File: src/rtl/seg_ctl_pkg.sv
// Package: shared widths, field positions and the step rule for the segment counters.
// Assumes a 16-bit register holding two counters of three SEG_W-bit fields each.
package seg_ctl_pkg;
    parameter int SEG_W   = 2;
    parameter int REG_W   = 16;
    localparam int N_SEG  = 1 << SEG_W;
    localparam int N_DIR  = 2;               // index 0: write direction, 1: read direction
    localparam int N_BANK = 2;               // index 0: foreground, 1: background

    // Field least-significant bit positions, indexed by direction.
    localparam int START_LSB [N_DIR] = '{13, 8};
    localparam int END_LSB   [N_DIR] = '{11, 6};
    localparam int CUR_LSB   [N_DIR] = '{3, 0};

    typedef logic [SEG_W-1:0] seg_t;

    // Next segment: return to start at the end limit, else count up with natural wrap.
    function automatic seg_t seg_next(input seg_t cur, input seg_t start_l, input seg_t end_l);
        seg_t inc;
        inc = seg_t'(cur + seg_t'(1));
        return (cur == end_l) ? start_l : inc;
    endfunction
endpackage

File: src/rtl/seg_counter.sv
// Module: one segment counter (start limit, end limit, current value).
// What it does: loads all three fields on ld, returns current to start on restart,
// and steps current on step. Priority is ld over restart over step.
// Assumes synchronous active-low reset to start 0, end max, current 0.
module seg_counter
    import seg_ctl_pkg::*;
(
    input  logic clk,
    input  logic rst_n,
    input  logic ld,
    input  seg_t ld_start,
    input  seg_t ld_end,
    input  seg_t ld_cur,
    input  logic restart,
    input  logic step,
    output seg_t start_q,
    output seg_t end_q,
    output seg_t cur_q
);
    localparam seg_t END_RST = seg_t'(N_SEG - 1);

    // Limits: reset defaults, replaced only by a register load.
    always_ff @(posedge clk) begin
        if (!rst_n) begin
            start_q <= '0;
            end_q   <= END_RST;
        end else if (ld) begin
            start_q <= ld_start;
            end_q   <= ld_end;
        end
    end

    // Current value: load, restart or step, in that priority.
    always_ff @(posedge clk) begin
        if (!rst_n)
            cur_q <= '0;
        else if (ld)
            cur_q <= ld_cur;
        else if (restart)
            cur_q <= start_q;
        else if (step)
            cur_q <= seg_next(cur_q, start_q, end_q);
    end

    assert_load_all_R5: assert property (@(posedge clk) disable iff (!rst_n)
        ld |=> (cur_q == $past(ld_cur)) && (start_q == $past(ld_start)) && (end_q == $past(ld_end)));

    assert_restart_to_start_R8: assert property (@(posedge clk) disable iff (!rst_n)
        (restart && !ld) |=> (cur_q == $past(start_q)));

    assert_limits_hold_R8: assert property (@(posedge clk) disable iff (!rst_n)
        !ld |=> ($stable(start_q) && $stable(end_q)));

    // at the end limit a step lands on the start limit.
    assert_end_to_start_R2: assert property (@(posedge clk) disable iff (!rst_n)
        (step && !ld && !restart && (cur_q == end_q)) |=> (cur_q == $past(start_q)));

    // away from the end limit a step always moves to the cyclic successor.
    assert_above_end_wraps_R4: assert property (@(posedge clk) disable iff (!rst_n)
        (step && !ld && !restart && (cur_q != end_q)) |=> (cur_q == seg_t'($past(cur_q) + seg_t'(1))));

    assert_idle_holds_R7: assert property (@(posedge clk) disable iff (!rst_n)
        (!step && !ld && !restart) |=> $stable(cur_q));
endmodule

File: src/rtl/seg_bank.sv
// Module: one copy of the segment control register.
// What it does: splits a register write into fields for the write and read counters,
// and packs their state back into the readback layout with the reserved bits at zero.
// Assumes the caller gates every strobe with the bank select.
module seg_bank
    import seg_ctl_pkg::*;
(
    input  logic             clk,
    input  logic             rst_n,
    input  logic             ld,
    input  logic [REG_W-1:0] wdata,
    input  logic             restart,
    input  logic             wr_step,
    input  logic             rd_step,
    output logic [REG_W-1:0] rdata,
    output seg_t             wr_cur,
    output seg_t             rd_cur
);
    seg_t start_v [N_DIR];
    seg_t end_v   [N_DIR];
    seg_t cur_v   [N_DIR];
    logic step_v  [N_DIR];

    // Per-direction step strobes.
    always_comb begin
        step_v[0] = wr_step;
        step_v[1] = rd_step;
    end

    for (genvar d = 0; d < N_DIR; d++) begin : g_dir
        seg_counter u_cnt (
            .clk      (clk),
            .rst_n    (rst_n),
            .ld       (ld),
            .ld_start (wdata[START_LSB[d] +: SEG_W]),
            .ld_end   (wdata[END_LSB[d]   +: SEG_W]),
            .ld_cur   (wdata[CUR_LSB[d]   +: SEG_W]),
            .restart  (restart),
            .step     (step_v[d]),
            .start_q  (start_v[d]),
            .end_q    (end_v[d]),
            .cur_q    (cur_v[d])
        );
    end

    // Readback packing: reserved positions stay zero.
    always_comb begin
        rdata = '0;
        for (int d = 0; d < N_DIR; d++) begin
            rdata[START_LSB[d] +: SEG_W] = start_v[d];
            rdata[END_LSB[d]   +: SEG_W] = end_v[d];
            rdata[CUR_LSB[d]   +: SEG_W] = cur_v[d];
        end
    end

    // Current segments out.
    always_comb begin
        wr_cur = cur_v[0];
        rd_cur = cur_v[1];
    end

    assert_reserved_zero_R6: assert property (@(posedge clk) disable iff (!rst_n)
        (rdata[15] == 1'b0) && (rdata[10] == 1'b0) && (rdata[5] == 1'b0) && (rdata[2] == 1'b0));
endmodule

File: src/rtl/seg_ctl_pair.sv
// Module: top of the dual segment counter register with foreground/background copies.
// What it does: routes register loads, restart and data-cycle strobes to the selected
// copy only, muxes its readback and segment indices out, and decodes the write lane.
// Assumes bank_sel is stable for the cycle it applies to; all outputs are from flops via muxes.
module seg_ctl_pair
    import seg_ctl_pkg::*;
(
    input  logic             clk,
    input  logic             rst_n,
    input  logic             bank_sel,
    input  logic             reg_wr,
    input  logic [REG_W-1:0] reg_wdata,
    input  logic             seg_restart,
    input  logic             wr_cycle,
    input  logic             rd_cycle,
    output logic [REG_W-1:0] reg_rdata,
    output logic [SEG_W-1:0] wr_seg,
    output logic [SEG_W-1:0] rd_seg,
    output logic [N_SEG-1:0] wr_lane
);
    logic [REG_W-1:0] rdata_b [N_BANK];
    seg_t             wr_b    [N_BANK];
    seg_t             rd_b    [N_BANK];

    for (genvar b = 0; b < N_BANK; b++) begin : g_bank
        logic hit;
        // Bank hit: strobes reach only the selected copy.
        always_comb hit = (bank_sel == b[0]);

        seg_bank u_bank (
            .clk     (clk),
            .rst_n   (rst_n),
            .ld      (hit && reg_wr),
            .wdata   (reg_wdata),
            .restart (hit && seg_restart),
            .wr_step (hit && wr_cycle),
            .rd_step (hit && rd_cycle),
            .rdata   (rdata_b[b]),
            .wr_cur  (wr_b[b]),
            .rd_cur  (rd_b[b])
        );
    end

    // Output mux for the selected copy.
    always_comb begin
        reg_rdata = rdata_b[bank_sel];
        wr_seg    = wr_b[bank_sel];
        rd_seg    = rd_b[bank_sel];
    end

    for (genvar s = 0; s < N_SEG; s++) begin : g_lane
        // Lane decode: one enable per segment.
        always_comb wr_lane[s] = (wr_seg == seg_t'(s));
    end

    assert_lane_onehot_R10: assert property (@(posedge clk) disable iff (!rst_n)
        $onehot(wr_lane));

    assert_bg_untouched_R9: assert property (@(posedge clk) disable iff (!rst_n)
        !bank_sel |=> $stable(rdata_b[1]));

    assert_fg_untouched_R9: assert property (@(posedge clk) disable iff (!rst_n)
        bank_sel |=> $stable(rdata_b[0]));

    assert_reset_state_R1: assert property (@(posedge clk)
        !rst_n |=> (rdata_b[0] == 16'h18C0) && (rdata_b[1] == 16'h18C0));
endmodule

File: config.mk
export PLATFORM = sky130hd
export DESIGN_NAME = seg_ctl_pair
export DESIGN_NICKNAME = d
export VERILOG_FILES = /design/src/rtl/seg_ctl_pkg.sv /design/src/rtl/seg_counter.sv /design/src/rtl/seg_bank.sv /design/src/rtl/seg_ctl_pair.sv
export SDC_FILE = /design/constraint.sdc
export NUM_CORES = 1
export LEC_CHECK = 0
export CAP_MARGIN = 0
export CORE_MARGIN = 2
export CORE_UTILIZATION = 34
export CTS_CLUSTER_DIAMETER = 150
export DETAILED_ROUTE_END_ITERATION = 8
export DONT_BUFFER_PORTS = 1
export MAX_ROUTING_LAYER = met4
export PLACE_DENSITY = 0.5
export SYNTH_ARGS = -nofsm -noshare
export SYNTH_HDL_FRONTEND = slang
export SYNTH_SLANG_ARGS = --single-unit
File: constraint.sdc
create_clock -name clk -period 3.9 [get_ports clk]
set_input_delay 0.585 -clock clk [delete_from_list [all_inputs] [get_ports clk]]
set_output_delay 0.585 -clock clk [all_outputs]
set_load 0.03 [all_outputs]
==> results by group, run 1 <==
Logic synthesis
  • Syn Area/Cell: 7.67 µm²
  • Cell taking the most area after synthesis: dfxtp_1
  • Mapped Cells: 204
  • Multiplexer share of the synthesized area: 0.0976
  • Synth Area in Compound Gates: 0.251
  • Dominant cells by area after synthesis: dfxtp_1 (31%), nand2_1 (9.4%), mux2_2 (5.8%)
  • Seq/Total Area, Yosys: 0.307
  • XOR/XNOR Fraction of Synth Area: 0.0392
  • Adder-cell area share of the yosys netlist: 0
  • Top_reg_cell synth: dfxtp_1
  • Post-synthesis simple-gate area fraction: 0.206
  • EDFF count, synth: 0
  • Synth warnings: 0
  • Async set or reset register ratio after synthesis: 0
  • Synth unique cells: 43
  • Top cell type's share of synthesized area: 0.307
  • Synth Register Bits: 24
  • Main combinational cell family by area after synthesis: compound AO/OA/AOI/OAI gates
  • Post-Syn Area: 1560 µm²

CTS
  • Hold buffers post-CTS: 0
  • Clock Path Buffers: 2
  • Htree depth: 1
  • Root Buffer: clkbuf_8
  • CTS tree: yes
  • Worst skew pair latency: 0.27 ns
  • TritonCTS Buffers: 3
  • Post-CTS Setup Bufs: 0
  • Reg clk slew, reported paths: 0.09 ns
  • Clk sink count: 24
  • CTS resizes: 0

Finish
  • Finished Core Util: 0.363
  • Nets: 218
  • Share of cells above drive strength 1: 0.108
  • Layout fillers: 477
  • Synth-to-layout area growth: 1.68%
  • # diodes: 0

GRT
  • All-layer global routing usage: 0.175
  • Antenna violations before repair: 0
  • GRT overflow: 0
  • Global-route wire length before repair: 6880 µm
  • Vias in the first global route: 1382
  • Largest net degree at the start of global routing: 32

Detailed routing
  • Vias per cell: 5.63
  • Wire per inst: 16.7 µm
  • Routed Antenna Nets: 0
  • DRC: 0
  • 1st-iter DRT viols: 119
  • Via count: 1386
  • Final WL: 4110 µm
  • First-pass DRT Iterations: 4

Worst setup path
  • Crit start category: register
  • Crit Path Class: register to primary output
  • CP max stage delay: 0.53 ns
  • Data arrival, critical path: 1.76 ns
  • Buf/Inv on CP: 1
  • Crit-path leading delay family: simple AND/OR/NAND/NOR gates
  • CP Max Fanout: 7
  • Crit end category: primary output
  • Slowest cell on the critical path: nor2_1
  • Cells along the critical path: mux2i_1, inv_1, nor2_1
  • Worst reg-to-reg setup slack: 2.44 ns
  • CP required: 3.31 ns

Timing
  • Worst slew margin: 0.218
  • TNS Setup: 0 ns
  • Fin. max-slew vios: 0
  • Period utilization: 0.601
  • Fmax: 427 MHz
  • Final hold violation count: 0
  • RSZ-0062 raised after global routing: no
  • # setup viols final: 0
  • Worst-margin pin slew: 1.17 ns
  • Crit path time final: 2.34 ns
  • Post-Route Skew: 0.00295 ns

Floorplanning
  • Die height: 71.8 µm
  • FP Rows: 24
  • Die area: 5160 µm²
  • Initial Util: 0.357
  • Chip width: 71.8 µm
  • I/O Pins: 47
  • Core area: 4380 µm²

Placed design
  • Post-DP HPWL: 3030 µm
  • PortBufs: 0
  • Gpl congestion: 0.882

Power
  • PwrDens: 382 nW/µm²
  • Leakage: 0.622 nW
  • Worst vdd ir: 0.000131 V

Hold path
  • Worst hold path class: input port to register

Status
  • Outcome: finished clean

Flow run
  • Max_cap viols: 0
## per-layer routing
layer / GRT usage / vias up / share of wire
li1: - / 689 / -
met1: 0.231 / 640 / 0.42
met2: 0.260 / 52 / 0.48
met3: 0.0338 / 5 / 0.086
met4: 0.0797 / 0 / 0.011
met5: - / - / 0
## cell usage after synthesis, types with 3 or more instances
master	n
a21oi_1	12
a31oi_1	5
buf_2	6
buf_4	9
dfxtp_1	24
inv_1	11
mux2_2	8
mux2i_1	4
nand2_1	39
nand2b_1	4
nand3_1	8
nor2_1	11
nor3_1	3
o211ai_1	5
o21ai_0	10
o221ai_1	5
or2_2	3
xnor2_1	5
## layout make-up
cell class | count | area [µm²] | area share
Multi-Input combinational cell | 154 | 945 | 0.594
Sequential cell | 24 | 480 | 0.302
Tap cell | 52 | 65.1 | 0.0409
Clock buffer | 4 | 55.1 | 0.0346
Inverter | 12 | 45.0 | 0.0283
## sequential cells by signal, indices dropped and copies added (netlist names)
register,count
g_bank.u_bank.g_dir.u_cnt.cur_q,8
g_bank.u_bank.g_dir.u_cnt.end_q,8
g_bank.u_bank.g_dir.u_cnt.start_q,8
## report_power, final
| part | leakage [nW] | switching [W] | internal, W |
|---|---|---|---|
| clock | 0.0288 | 0.0000842 | 0.0000903 |
| sequential | 0.198 | 0.0000234 | 0.000262 |
| combinational | 0.396 | 0.0000947 | 0.0000527 |
## worst paths after layout
| kind | to | from | cells past startpoint |
|---|---|---|---|
| worst max-delay path | wr_lane[2] | g_bank[1].u_bank.g_dir[0].u_cnt.cur_q[0] | 3 |
| worst min-delay path | g_bank[1].u_bank.g_dir[0].u_cnt.end_q[1] | rst_n | 1 |
| worst max register to register | g_bank[1].u_bank.g_dir[1].u_cnt.cur_q[1] | g_bank[1].u_bank.g_dir[1].u_cnt.start_q[1] | 4 |
| worst min register to register | g_bank[0].u_bank.g_dir[1].u_cnt.start_q[1] | g_bank[0].u_bank.g_dir[1].u_cnt.start_q[1] | 2 |
## logic make-up (layout without fill, tap and decap cells)
group                  Yosys count  after routing
AND/OR/NAND/NOR                 73             73
AO/OA/AOI/OAI                   57             57
buffers and inverters           29             16
flip-flops                      24             24
multiplexers                    13             13
XOR/XNOR                         7              7
other                            1              4
## layout by cell type, fill, tap and decap left out, drive strengths merged, types with 5 or more instances in the layout
cell	netlist	routed
dfxtp	24	24
o211ai	5	5
o221ai	5	5
a31oi	5	5
nor2	12	12
nand2	40	40
mux2	8	8
xnor2	5	5
nand3	8	8
a21oi	12	12
inv	11	11
o21ai	10	10
## per-stage QoR
step | worst slack, ns | power [W] | hold slack (ns) | area, µm² | instances
3_3_place_gp | 1.62 | 0.000434 | 0.464 | 1540 | 242
5_1_grt | 1.43 | 0.000641 | 0.378 | 1590 | 246
2_1_floorplan | 1.37 | 0.000432 | 0.446 | 1580 | 207
4_1_cts | 1.54 | 0.000610 | 0.382 | 1590 | 246
3_5_place_dp | 1.61 | 0.000438 | 0.471 | 1540 | 242
6_report | 1.56 | 0.000607 | 0.389 | 1590 | 246
Note: power is estimated with default switching activity, not from simulation.
==> run 2: changes to the inputs <==
==> constraint.sdc (replaced) <==
create_clock -name clk -period 2.4 [get_ports clk]
set_input_delay 0.36 -clock clk [delete_from_list [all_inputs] [get_ports clk]]
set_output_delay 0.36 -clock clk [all_outputs]
set_load 0.03 [all_outputs]
==> results by group, run 2 (synthesis gave the netlist of run 1 again) <==
CTS
  • CTS resizes: 0 (unchanged)
  • Hold buffers post-CTS: 0 (unchanged)
  • Htree depth: 1 (unchanged)
  • Clk sink count: 24 (unchanged)
  • Reg clk slew, reported paths: 0.09 ns (about the same)
  • Worst skew pair latency: 0.27 ns (about the same)
  • Clock Path Buffers: 2 (unchanged)
  • CTS tree: yes (unchanged)
  • Post-CTS Setup Bufs: 0 (unchanged)
  • Root Buffer: clkbuf_8 (unchanged)
  • TritonCTS Buffers: 3 (unchanged)

GRT
  • Global-route wire length before repair: 6470 µm (was 6880 µm)
  • Largest net degree at the start of global routing: 32 (unchanged)
  • All-layer global routing usage: 0.165 (was 0.175)
  • GRT overflow: 0 (unchanged)
  • Vias in the first global route: 1229 (was 1382)
  • Antenna violations before repair: 0 (unchanged)

Worst setup path
  • CP max stage delay: 0.46 ns (was 0.53 ns)
  • Crit path to: wr_lane[2] (unchanged)
  • Worst reg-to-reg setup slack: 0.92 ns (was 2.44 ns)
  • Crit Path Class: register to primary output (unchanged)
  • CP Max Fanout: 7 (unchanged)
  • Cells along the critical path: mux2i_1, inv_1, nor2_1, buf_4 (was mux2i_1, inv_1, nor2_1)
  • Crit end category: primary output (unchanged)
  • Data arrival, critical path: 1.60 ns (was 1.76 ns)
  • Worst Reg2Reg Path Length in Cells: 4 (unchanged)
  • Worst R2R Start: g_bank[1].u_bank.g_dir[1].u_cnt.start_q[1] (unchanged)
  • Slowest cell on the critical path: dfxtp_1 (was nor2_1)
  • FF-to-FF End: g_bank[1].u_bank.g_dir[1].u_cnt.cur_q[1] (unchanged)
  • CP required: 2.04 ns (was 3.31 ns)
  • CP startpoint: g_bank[1].u_bank.g_dir[0].u_cnt.cur_q[0] (unchanged)
  • Crit start category: register (unchanged)

Finish
  • Share of cells above drive strength 1: 0.126 (was 0.108)
  • Top flop regs: g_bank.u_bank.g_dir.u_cnt.cur_q: 8 flops, g_bank.u_bank.g_dir.u_cnt.end_q: 8 flops, g_bank.u_bank.g_dir.u_cnt.start_q: 8 flops (unchanged)
  • Nets: 223 (was 218)
  • Multi-input logic area: 945 µm² (unchanged)
  • Fin area: 1610 µm² (was 1590 µm²)
  • # diodes: 0 (unchanged)
  • Synth-to-layout area growth: 3.20% (was 1.68%)
  • Non-filler cells, final: 250 (was 246)
  • FF+latch area: 480 µm² (unchanged)
  • Commonest non-fill, non-tap cell in the layout: nand2_1 (unchanged)
  • Most frequent cells in the layout: nand2_1 (39), dfxtp_1 (24), a21oi_1 (12) (unchanged)
  • Layout fillers: 457 (was 477)

Timing
  • Worst-margin pin slew: 0.578 ns (was 1.17 ns)
  • Post-Route Skew: 0.00113 ns (was 0.00295 ns)
  • Fin. max-slew vios: 0 (unchanged)
  • TNS Setup: 0 ns (unchanged)
  • Final hold violation count: 0 (unchanged)
  • Worst slew margin: 0.614 (was 0.218)
  • Crit path time final: 1.96 ns
  • Period utilization: 0.818
  • Setup ws final: 0.437 ns (was 1.56 ns)
  • RSZ-0062 raised after global routing: no (unchanged)
  • Fmax: 509 MHz
  • # setup viols final: 0 (unchanged)
  • Hold WS: 0.160 ns (was 0.389 ns)

Power
  • Leakage: 0.640 nW (was 0.622 nW)
  • PwrDens: 596 nW/µm² (was 382 nW/µm²)
  • Worst vdd ir: 0.000200 V (was 0.000131 V)

Placed design
  • Gpl congestion: 0.893 (was 0.882)
  • PortBufs: 0 (unchanged)
  • Placed Cells incl. Taps: 247 (was 242)
  • Post-DP HPWL: 3040 µm (was 3030 µm)
  • Pre-CTS setup slack: 0.726 ns (was 1.61 ns)
  • Cell area after placement: 1570 µm² (was 1540 µm²)

Detailed routing
  • 1st-iter DRT viols: 130 (was 119)
  • First-pass DRT Iterations: 4 (unchanged)
  • Routed Antenna Nets: 0 (unchanged)
  • DRC: 0 (unchanged)
  • Wire per inst: 16.4 µm (was 16.7 µm)
  • Final WL: 4100 µm (was 4110 µm)
  • Vias per cell: 5.61 (was 5.63)
  • Via count: 1403 (was 1386)

Status
  • Outcome: finished clean (unchanged)

Floorplanning
  • Chip width: 71.8 µm (unchanged)
  • FP Rows: 24 (unchanged)
  • Initial Util: 0.357 (unchanged)
  • Die area: 5160 µm² (unchanged)
  • Core area: 4380 µm² (unchanged)
  • I/O Pins: 47 (unchanged)
  • Die height: 71.8 µm (unchanged)

Flow run
  • Max_cap viols: 0 (unchanged)

Hold path
  • Worst hold path class: input port to register (unchanged)
[run 2: worst max-delay path: cells and delay by family, from the launching register on]
family	cells	cell delay [ns]
buffers and inverters	2	0.64
flip-flops	1	0.46
multiplexers	1	0.16
AND/OR/NAND/NOR	1	0.08
[run 2: how the worst min path moves through the flow]
| stage | slack, ns | cells after the start | startpoint | to |
|---|---|---|---|---|
| floorplan | 0.45 | 2 | g_bank[0].u_bank.g_dir[1].u_cnt.start_q[0] | g_bank[0].u_bank.g_dir[1].u_cnt.start_q[0] |
| global placement | 0.43 | 1 | rst_n | g_bank[0].u_bank.g_dir[1].u_cnt.end_q[1] |
| detailed placement | 0.44 | 1 | rst_n | g_bank[0].u_bank.g_dir[1].u_cnt.end_q[1] |
| CTS | 0.15 | 1 | rst_n | g_bank[0].u_bank.g_dir[1].u_cnt.end_q[1] |
| global route | 0.15 | 1 | rst_n | g_bank[1].u_bank.g_dir[0].u_cnt.end_q[1] |
| finish | 0.16 | 1 | rst_n | g_bank[0].u_bank.g_dir[1].u_cnt.end_q[0] |
[run 2: area by class of cell]
cell class              count  share of cell area
flip-flops and latches     24               0.298
multi-input cells         154               0.585
clock buffers               3              0.0256
well taps                  52              0.0403
inverters                  12              0.0279
repair buffers              5              0.0233
[run 2: stage by stage]
stage | utilization | power [W]
after floorplan | - | 0.000702
after global placement | 0.359 | 0.000718
after detailed placement | 0.359 | 0.000725
after CTS | 0.368 | 0.000969
after global routing | 0.368 | 0.00101
final | 0.368 | 0.000962
[run 2: routing by layer]
layer	vias to the layer above	track usage	wire length, µm
met2	41	0.248	1940
li1	694	-	-
met3	5	0.0309	227
met1	663	0.225	1890
met5	-	-	0
met4	0	0.0503	42
[run 2: report_power, final]
| part | switching, W | internal (W) | leakage [nW] |
|---|---|---|---|
| clock network | 0.000134 | 0.000113 | 0.0216 |
| registers | 0.0000378 | 0.000425 | 0.198 |
| logic | 0.000155 | 0.0000966 | 0.421 |
| total | 0.000327 | 0.000634 | 0.640 |
==> run 3: changes to the inputs <==
--- a/config.mk
+++ b/config.mk
@@ -12,7 +12,7 @@
 export DETAILED_ROUTE_END_ITERATION = 8
 export DONT_BUFFER_PORTS = 1
 export MAX_ROUTING_LAYER = met4
-export PLACE_DENSITY = 0.5
+export PLACE_DENSITY = 0.52
 export SYNTH_ARGS = -nofsm -noshare
 export SYNTH_HDL_FRONTEND = slang
 export SYNTH_SLANG_ARGS = --single-unit
==> constraint.sdc (replaced) <==
create_clock -name clk -period 1.6 [get_ports clk]
set_input_delay 0.24 -clock clk [delete_from_list [all_inputs] [get_ports clk]]
set_output_delay 0.24 -clock clk [all_outputs]
set_load 0.03 [all_outputs]
==> results by group, run 3 (synthesis gave the netlist of run 1 again) <==
Status
  • Outcome: finished clean (unchanged)

Timing
  • Period utilization: 0.941
  • # setup viols final: 0 (unchanged)
  • Fin. max-slew vios: 0 (unchanged)
  • Worst-margin pin slew: 0.488 ns (was 0.578 ns)
  • Worst slew margin: 0.672 (was 0.614)
  • Post-Route Skew: 0.000932 ns (was 0.00113 ns)
  • Hold WS: 0.0336 ns (was 0.160 ns)
  • RSZ-0062 raised after global routing: no (unchanged)
  • TNS Setup: 0 ns (unchanged)
  • Crit path time final: 1.51 ns
  • Fmax: 664 MHz
  • Final hold violation count: 0 (unchanged)

Finish
  • Most frequent cells in the layout: nand2_1 (39), dfxtp_1 (24), a21oi_1 (12) (unchanged)
  • Synth-to-layout area growth: 6.08% (was 3.20%)
  • Commonest non-fill, non-tap cell in the layout: nand2_1 (unchanged)
  • Non-filler cells, final: 256 (was 250)
  • Nets: 229 (was 223)
  • Top flop regs: g_bank.u_bank.g_dir.u_cnt.cur_q: 8 flops, g_bank.u_bank.g_dir.u_cnt.end_q: 8 flops, g_bank.u_bank.g_dir.u_cnt.start_q: 8 flops (unchanged)
  • Layout fillers: 485 (was 457)
  • Fin area: 1660 µm² (was 1610 µm²)
  • Share of cells above drive strength 1: 0.152 (was 0.126)
  • # diodes: 0 (unchanged)

GRT
  • Global-route wire length before repair: 6570 µm (was 6470 µm)
  • GR Util met2: 0.262 (was 0.248)
  • GRT overflow: 0 (unchanged)
  • Met1 GRT Util: 0.225 (about the same)
  • Vias in the first global route: 1277 (was 1229)
  • Antenna violations before repair: 0 (unchanged)
  • All-layer global routing usage: 0.169 (was 0.165)
  • Gr busiest metal: met2 (unchanged)
  • Met3 usage: 0.0211 (was 0.0309)
  • Largest net degree at the start of global routing: 32 (unchanged)

CTS
  • Htree depth: 1 (unchanged)
  • Root Buffer: clkbuf_8 (unchanged)
  • Clock Path Buffers: 2 (unchanged)
  • Clk sink count: 24 (unchanged)
  • CTS tree: yes (unchanged)
  • Reg clk slew, reported paths: 0.09 ns (about the same)
  • Hold buffers post-CTS: 0 (unchanged)
  • TritonCTS Buffers: 3 (unchanged)
  • Post-CTS Setup Bufs: 0 (unchanged)
  • Worst skew pair latency: 0.27 ns (about the same)
  • CTS resizes: 0 (unchanged)

Flow run
  • Max_cap viols: 0 (unchanged)

Power
  • Worst vdd ir: 0.000306 V (was 0.000200 V)
  • Total power: 0.00145 W (was 0.000962 W)
  • Leakage: 0.671 nW (was 0.640 nW)
  • PwrDens: 877 nW/µm² (was 596 nW/µm²)

Worst setup path
  • Crit Path Class: register to primary output (unchanged)
  • Data arrival, critical path: 1.27 ns (was 1.60 ns)
  • CP required: 1.36 ns (was 2.04 ns)
  • CP Max Fanout: 7 (unchanged)
  • Cells along the critical path: mux2i_1, inv_1, nor2_1, buf_4 (unchanged)
  • Buf/Inv on CP: 2 (unchanged)
  • Crit end category: primary output (unchanged)
  • Slowest cell on the critical path: dfxtp_1 (unchanged)
  • Crit-path leading delay family: flip-flops (was buffers and inverters)
  • CP max stage delay: 0.39 ns (was 0.46 ns)
  • Crit start category: register (unchanged)

Detailed routing
  • Wire per inst: 15.7 µm (was 16.4 µm)
  • Routed Antenna Nets: 0 (unchanged)
  • Vias per cell: 5.43 (was 5.61)
  • Via count: 1389 (was 1403)
  • Final WL: 4030 µm (was 4100 µm)
  • DRC: 0 (unchanged)
  • 1st-iter DRT viols: 95 (was 130)
  • First-pass DRT Iterations: 4 (unchanged)

Floorplanning
  • Core area: 4380 µm² (unchanged)
  • I/O Pins: 47 (unchanged)
  • Chip width: 71.8 µm (unchanged)
  • FP Rows: 24 (unchanged)
  • Die height: 71.8 µm (unchanged)
  • Die area: 5160 µm² (unchanged)
  • Initial Util: 0.357 (unchanged)

Placed design
  • Gpl congestion: 0.849 (was 0.893)
  • Placed Cells incl. Taps: 253 (was 247)
  • Cell area after placement: 1620 µm² (was 1570 µm²)
  • Post-DP HPWL: 2960 µm (was 3040 µm)
  • PortBufs: 0 (unchanged)

Hold path
  • Worst hold path class: input port to register (unchanged)
-- run 3: cell count changes in the layout (fill, tap and decap cells not counted) --
cell,previous run,this run
buf_4,5,11
-- run 3: final cells by class --
cell class	count	area, µm²	share of cell area
Clock buffer	3	41.3	0.0249
Inverter	12	45.0	0.0271
Multi-Input combinational cell	154	945	0.569
Sequential cell	24	480	0.290
Tap cell	52	65.1	0.0392
Timing Repair Buffer	11	82.6	0.0498
-- run 3: final timing paths --
check                                                   from                                         end  slack (ns)  depth (start not counted)
setup / recovery    g_bank[0].u_bank.g_dir[0].u_cnt.cur_q[0]                                  wr_lane[2]        0.09                          4
hold / removal                                         rst_n    g_bank[1].u_bank.g_dir[1].u_cnt.end_q[1]        0.03                          1
setup reg to reg  g_bank[1].u_bank.g_dir[1].u_cnt.start_q[1]    g_bank[1].u_bank.g_dir[1].u_cnt.cur_q[1]        0.21                          4
hold reg to reg   g_bank[0].u_bank.g_dir[0].u_cnt.start_q[0]  g_bank[0].u_bank.g_dir[0].u_cnt.start_q[0]        0.48                          2
-- run 3: report_power, final --
group	leakage [nW]	switching (W)	internal, W
logic	0.451	0.000232	0.000156
clock network	0.0216	0.000205	0.000169
registers	0.198	0.0000552	0.000638
-- run 3: worst register-to-register path: cells and delay by family (launching register included) --
family | cells | cell delay (ns)
mux | 1 | 0.45
flops | 1 | 0.35
simple gates | 1 | 0.30
compound gates | 2 | 0.19
-- run 3: through the flow --
step	util	setup WS (ns)
after CTS	0.378	0.0682
after detailed placement	0.369	0.221
after global placement	0.369	0.236
after global routing	0.378	0.00187
after floorplan	-	-0.187
final	0.378	0.0942
-- run 3: routing by layer --
| metal | part of all wire | up-vias | wire length [µm] |
|---|---|---|---|
| met1 | 0.48 | 644 | 1940 |
| li1 | - | 706 | - |
| met5 | 0 | - | 0 |
| met3 | 0.035 | 7 | 143 |
| met2 | 0.46 | 32 | 1870 |
| met4 | 0.018 | 0 | 74 |
